### config.mk
export PLATFORM = sky130hd
export DESIGN_NAME = sertx_top
export DESIGN_NICKNAME = d
export VERILOG_FILES = /design/src/rtl/sertx_pkg.sv /design/src/rtl/sertx_modereg.sv /design/src/rtl/sertx_framer.sv /design/src/rtl/sertx_seq.sv /design/src/rtl/sertx_top.sv
export SDC_FILE = /design/constraint.sdc
export NUM_CORES = 1
export LEC_CHECK = 0
export BUFFER_PORTS_ARGS = -buffer_cell sky130_fd_sc_hd__clkbuf_2
export CAP_MARGIN = 20
export CORE_UTILIZATION = 30
export DETAILED_ROUTE_END_ITERATION = 10
export GPL_TIMING_DRIVEN = 0
export PLACE_DENSITY = 0.54
export SYNTH_ARGS = -nofsm -noshare
export SYNTH_HDL_FRONTEND = slang
export SYNTH_SLANG_ARGS = --single-unit
### constraint.sdc
create_clock -name clk -period 3.9 [get_ports clk]
set_input_delay 0.195 -clock clk [delete_from_list [all_inputs] [get_ports clk]]
set_output_delay 0.195 -clock clk [all_outputs]
set_load 0.005 [all_outputs]
### src/rtl/sertx_pkg.sv
package sertx_pkg;
    // Position of the 4-bit format field inside the mode word
    localparam int MODE_FMT_LSB = 4;
    // Bit positions inside the format field
    localparam int F_SYNC  = 3;
    localparam int F_SEVEN = 2;
    localparam int F_PAR   = 1;
    localparam int F_ODD   = 0;

    typedef enum logic {
        ST_IDLE = 1'b0,
        ST_BUSY = 1'b1
    } tx_state_e;
endpackage

### src/rtl/sertx_modereg.sv
module sertx_modereg #(
    parameter int W = 8
) (
    input  logic         clk,
    input  logic         rst_n,
    input  logic         we,
    input  logic [W-1:0] wdata,
    input  logic         lock,
    output logic [W-1:0] mode
);
    logic [W-1:0] mode_d, mode_q;

    always_comb begin
        mode_d = mode_q;
        if (we && !lock) begin
            mode_d = wdata;
        end
    end

    always_ff @(posedge clk or negedge rst_n) begin
        if (!rst_n) begin
            mode_q <= '0;
        end else begin
            mode_q <= mode_d;
        end
    end

    assign mode = mode_q;
endmodule

### src/rtl/sertx_framer.sv
module sertx_framer
    import sertx_pkg::*;
#(
    parameter int DATA_W  = 8,
    parameter int FRAME_W = DATA_W + 3,
    parameter int CNT_W   = $clog2(FRAME_W + 1)
) (
    input  logic [3:0]         fmt,
    input  logic               mp,
    input  logic [DATA_W-1:0]  data,
    output logic [FRAME_W-1:0] frame,
    output logic [CNT_W-1:0]   len,
    output logic               sync
);
    int   nd;
    logic par_on;
    logic par;

    always_comb begin
        sync   = fmt[F_SYNC];
        par_on = !fmt[F_SYNC] && fmt[F_PAR] && !mp;
        nd     = fmt[F_SEVEN] ? DATA_W - 1 : DATA_W;
        par    = fmt[F_ODD];
        frame  = '1;
        len    = '0;
        if (sync) begin
            frame[DATA_W-1:0] = data;
            len = CNT_W'(DATA_W);
        end else begin
            frame[0] = 1'b0;
            for (int i = 0; i < DATA_W; i++) begin
                if (i < nd) begin
                    frame[i+1] = data[i];
                    par = par ^ data[i];
                end
            end
            if (par_on) begin
                frame[nd+1] = par;
            end
            len = CNT_W'(nd + 2 + (par_on ? 1 : 0));
        end
    end
endmodule

### src/rtl/sertx_seq.sv
module sertx_seq
    import sertx_pkg::*;
#(
    parameter int FRAME_W = 11,
    parameter int CNT_W   = $clog2(FRAME_W + 1)
) (
    input  logic               clk,
    input  logic               rst_n,
    input  logic               start,
    input  logic [FRAME_W-1:0] frame,
    input  logic [CNT_W-1:0]   len,
    input  logic               sync,
    input  logic               tick,
    output logic               ready,
    output logic               sdo,
    output logic               sclk
);
    typedef struct packed {
        tx_state_e          st;
        logic [FRAME_W-1:0] sh;
        logic [CNT_W-1:0]   cnt;
        logic               sync;
        logic               half;
        logic               sdo;
        logic               sclk;
    } seq_s;

    seq_s seq_d, seq_q;

    always_comb begin
        seq_d = seq_q;
        case (seq_q.st)
            ST_IDLE: begin
                if (start) begin
                    seq_d.st   = ST_BUSY;
                    seq_d.sh   = frame;
                    seq_d.cnt  = len;
                    seq_d.sync = sync;
                    seq_d.half = 1'b0;
                end
            end
            default: begin
                if (tick) begin
                    if (seq_q.sync && seq_q.half) begin
                        seq_d.sclk = 1'b1;
                        seq_d.half = 1'b0;
                    end else if (seq_q.cnt == '0) begin
                        seq_d.st   = ST_IDLE;
                        seq_d.sdo  = 1'b1;
                        seq_d.sclk = 1'b1;
                    end else begin
                        seq_d.sdo = seq_q.sh[0];
                        seq_d.sh  = {1'b1, seq_q.sh[FRAME_W-1:1]};
                        seq_d.cnt = seq_q.cnt - 1'b1;
                        if (seq_q.sync) begin
                            seq_d.sclk = 1'b0;
                            seq_d.half = 1'b1;
                        end
                    end
                end
            end
        endcase
    end

    always_ff @(posedge clk or negedge rst_n) begin
        if (!rst_n) begin
            seq_q.st   <= ST_IDLE;
            seq_q.sh   <= '1;
            seq_q.cnt  <= '0;
            seq_q.sync <= 1'b0;
            seq_q.half <= 1'b0;
            seq_q.sdo  <= 1'b1;
            seq_q.sclk <= 1'b1;
        end else begin
            seq_q <= seq_d;
        end
    end

    assign ready = (seq_q.st == ST_IDLE);
    assign sdo   = seq_q.sdo;
    assign sclk  = seq_q.sclk;
endmodule

### src/rtl/sertx_top.sv
module sertx_top
    import sertx_pkg::*;
#(
    parameter int DATA_W = 8,
    parameter int MODE_W = 8
) (
    input  logic              clk,
    input  logic              rst_n,
    input  logic              cfg_we,
    input  logic [MODE_W-1:0] cfg_wdata,
    output logic [MODE_W-1:0] cfg_rdata,
    input  logic              mp_format,
    input  logic              tx_valid,
    input  logic [DATA_W-1:0] tx_data,
    output logic              tx_ready,
    input  logic              baud_tick,
    output logic              ser_out,
    output logic              ser_clk
);
    localparam int FRAME_W = DATA_W + 3;
    localparam int CNT_W   = $clog2(FRAME_W + 1);

    logic [MODE_W-1:0]  mode;
    logic [FRAME_W-1:0] frame;
    logic [CNT_W-1:0]   len;
    logic               sync;
    logic               ready;
    logic               start;

    assign start = tx_valid && ready;

    sertx_modereg #(.W(MODE_W)) u_mode (
        .clk   (clk),
        .rst_n (rst_n),
        .we    (cfg_we),
        .wdata (cfg_wdata),
        .lock  (!ready),
        .mode  (mode)
    );

    sertx_framer #(.DATA_W(DATA_W), .FRAME_W(FRAME_W), .CNT_W(CNT_W)) u_frm (
        .fmt   (mode[MODE_FMT_LSB+3:MODE_FMT_LSB]),
        .mp    (mp_format),
        .data  (tx_data),
        .frame (frame),
        .len   (len),
        .sync  (sync)
    );

    sertx_seq #(.FRAME_W(FRAME_W), .CNT_W(CNT_W)) u_seq (
        .clk   (clk),
        .rst_n (rst_n),
        .start (start),
        .frame (frame),
        .len   (len),
        .sync  (sync),
        .tick  (baud_tick),
        .ready (ready),
        .sdo   (ser_out),
        .sclk  (ser_clk)
    );

    assign cfg_rdata = mode;
    assign tx_ready  = ready;
endmodule

==> impl_metrics.py <==
metrics = {
    "outcome": {
        "outcome": "finished, final reports clean",
    },
    "drt": {
        "drt_iter0_drc": 41,
        "num_vias": 1123,
        "drc_errors": 0,
        "wl_um": 3070,
        "ant_nets": 0,
        "routedWlPerCell_um": 13.2,
        "drt-pass1-iter-count": 4,
        "vias_per_cell": 4.84,
    },
    "yosys": {
        "synth_area_per_cell_sq_um": 11.4,
        "ys_seq_area_frac": 0.490,
        "synth_simple_gate_area_frac": 0.117,
        "syn_inst": 128,
        "ys_ff_latch": 28,
        "synth_cell_types": 35,
        "synth_adder_area_share": 0.0342,
        "syn_nets": 154,
        "synth_xor_area_frac": 0.0632,
        "syn-cell-area_sq_mm": 0.00146,
        "yosysWarningCount": 0,
        "synth_top_family_by_area": "compound AO/OA/AOI/OAI gates",
        "synth.area.mux_share": 0.124,
        "synth_compound_area_frac": 0.132,
    },
    "place": {
        "dp_hpwl_um": 2370,
        "place.gp.congestion": 0.804,
        "pre_cts_ws_ns": 1.93,
        "place_inst": 227,
        "io_buffers": 32,
    },
    "sta": {
        "fmax_ghz": 0.509,
        "max-slew-margin-rel": 0.551,
        "setup_tns_ns": 0,
        "rsz0062_at_grt": "no",
        "finalHoldViolCount": 0,
        "final.setup.worst_slack_ns": 1.93,
        "setup_violations": 0,
        "maxSlewViolCount": 0,
        "worst_pin_slew_ns": 0.674,
        "fin_crit_sh": 0.504,
        "fin_worst_skew_ns": 0.00581,
        "period_needed_ns": 1.97,
    },
    "layout": {
        "nets": 192,
        "n_antenna_cell": 0,
        "seqCellArea_sq_um": 717,
        "final_common_cell": "clkbuf_2",
        "mostFrequentLayoutCells": "32 x clkbuf_2, 15 x dfrtp_1, 13 x dfstp_2, 11 x nor2_1, 9 x mux2_2",
        "fillers": 480,
        "drive_gt1_frac": 0.406,
        "areaGrowthSynthToFinish_pct": 22.2,
        "layout.cells.non_filler": 232,
        "multi_input_area_sq_um": 689,
    },
    "worst_setup_path": {
        "end_kind": "flop",
        "crit_slowest_cell": "dfrtp_1",
        "crit_required_ns": 4.10,
        "path_cells": "inv_1 -> ha_1 -> nor3b_2 -> nor2_1 -> a21oi_1 -> buf_2 -> mux2i_1",
        "crit_buf_inv": 2,
        "cp.arrival_ns": 2.17,
        "critPathLaunchType": "flop",
        "cp_top_family": "simple AND/OR/NAND/NOR gates",
        "critPathMaxFanout": 10,
        "critPathMaxStageDelay_ns": 0.42,
        "path_class": "flop to flop",
    },
    "hold_path": {
        "min_path_type": "primary input to flop",
    },
    "floorplanning": {
        "die-area_sq_mm": 0.00516,
        "fp.dieH_um": 71.9,
        "initial_core_util": 0.310,
        "die_x_um": 71.9,
        "core-area_sq_mm": 0.00472,
        "fp-row-count": 25,
        "ios": 33,
    },
    "pwr": {
        "p_int_mw": 0.872,
        "peakVddDrop_mv": 0.381,
        "comb_power_share": 0.403,
        "clkPwrFrac": 0.173,
        "switching_share": 0.338,
        "power_frac_seq": 0.424,
        "power_switching_mw": 0.446,
        "p_leak_nw": 0.813,
        "p_per_area_mw_per_mm2": 736,
    },
    "global_route": {
        "grt-ovfl-total": 0,
        "grt_pass1_wl_um": 5240,
        "top_usage_layer": "met2",
        "met2_usage": 0.209,
        "met1_usage": 0.176,
        "grt_max_degree": 29,
        "antenna_found_initial": 0,
        "globalRouteMet3Util": 0.0309,
        "gr-usage-all-layers": 0.131,
        "grt_pass1_vias": 1126,
    },
    "cts": {
        "cts.clk_slew.worst_paths_ns": 0.10,
        "insertion_delay_ns": 0.28,
        "clock-sinks": 28,
        "cts_root_buffer": "clkbuf_8",
        "cts_tree": "done",
        "numCtsBuffers": 3,
        "clockBufferDepth": 2,
        "h-tree-depth": 1,
        "cts.repair.resized": 0,
    },
    "job": {
        "maxCapViolCount": 0,
    },
}
## synthesized netlist by cell type
cell	number	area [sq um]
nor3b_2	1	12.5
o22a_1	1	8.76
a221o_1	8	80.1
buf_4	1	7.51
inv_1	6	22.5
xor3_1	1	23.8
o32ai_1	1	8.76
buf_1	1	3.75
or3b_2	1	8.76
xnor2_1	6	52.6
nand2b_1	1	6.26
a21o_1	1	7.51
nor4b_1	1	8.76
nor2_1	11	41.3
mux2_2	9	101
nor3_1	3	15.0
dfstp_2	13	342
clkbuf_1	1	3.75
and3_1	1	6.26
buf_2	4	20.0
o32a_1	1	10.0
o31ai_1	1	7.51
mux2i_1	8	80.1
a21oi_1	6	30.0
ha_1	4	50.1
nor3_2	1	10.0
o211ai_1	1	7.51
nand2_1	7	26.3
dfrtp_1	15	375
nand3_1	6	30.0
xnor2_2	1	16.3
nor2b_1	1	6.26
o22ai_1	1	6.26
a311o_1	2	20.0
a211oi_1	1	7.51
## per-layer routing
metal | wire length [um] | part of all wire
met1 | 1440 | 0.47
met2 | 1450 | 0.47
met3 | 134 | 0.044
met4 | 36 | 0.012
met5 | 0 | 0
## power by group through the flow
stage,Combinational [mW],Clock (mW),Sequential (mW)
after floorplan,0.389,0,0.540
after global placement,0.525,0,0.554
after detailed placement,0.540,0,0.561
after CTS,0.542,0.237,0.558
after global routing,0.596,0.248,0.577
final,0.531,0.228,0.559
## cell type report
class,count,share of cell area
multi-input cells,87,0.385
clock inverters,1,0.0168
clock buffers,3,0.0231
repair buffers,33,0.0951
well taps,67,0.0469
plain buffers,7,0.0196
inverters,6,0.0126
flip-flops and latches,28,0.401
## stage by stage
| step | util | cell area (sq um) | power (mW) | hold WS [ns] |
|---|---|---|---|---|
| 2_1_floorplan | - | 1460 | 0.930 | -0.101 |
| 3_5_place_dp | 0.362 | 1710 | 1.10 | 0.275 |
| 5_1_grt | 0.379 | 1790 | 1.42 | 0.136 |
| 6_report | 0.379 | 1790 | 1.32 | 0.140 |
| 4_1_cts | 0.379 | 1790 | 1.34 | 0.135 |
| 3_3_place_gp | 0.362 | 1710 | 1.08 | 0.255 |
## logic make-up after synthesis
logic type | Yosys count
flops | 28
simple gates | 34
xor+xnor | 8
fa+ha+maj | 4
compound gates | 24
mux | 17
buf+inv | 13
## worst register-to-register path: cells and delay by family (launching register included)
kind	cells	cell delay, ns
fa+ha+maj	1	0.14
buf+inv	2	0.40
mux	1	0.21
simple gates	2	0.48
compound gates	1	0.26
flops	1	0.42
## worst paths after layout
kind	from	end	cells past startpoint	slack, ns
worst max register to register	u_seq.seq_q[4]	u_seq.seq_q[5]	7	1.93
worst min-delay path	cfg_wdata[7]	u_mode.mode[7]	2	0.14
worst max-delay path	u_seq.seq_q[4]	u_seq.seq_q[5]	7	1.93
max in group asynchronous	rst_n	u_seq.seq_q[6]	2	2.99
min in group asynchronous	rst_n	u_mode.mode[3]	2	0.48
worst min register to register	u_seq.seq_q[17]	u_seq.seq_q[16]	2	0.50
## sequential cells by signal, summed over array words and instances (netlist names)
name and count:
u_seq.sdo 1, u_seq.seq_q 18, u_mode.mode 8, u_seq.sclk 1
## timing repair
item	4_1_cts	5_1_grt
endpoints found under the hold margin	15	0
hold buffers	1	0
buffers inserted	0	0
No activity file was read; power rests on OpenSTA's default activity.
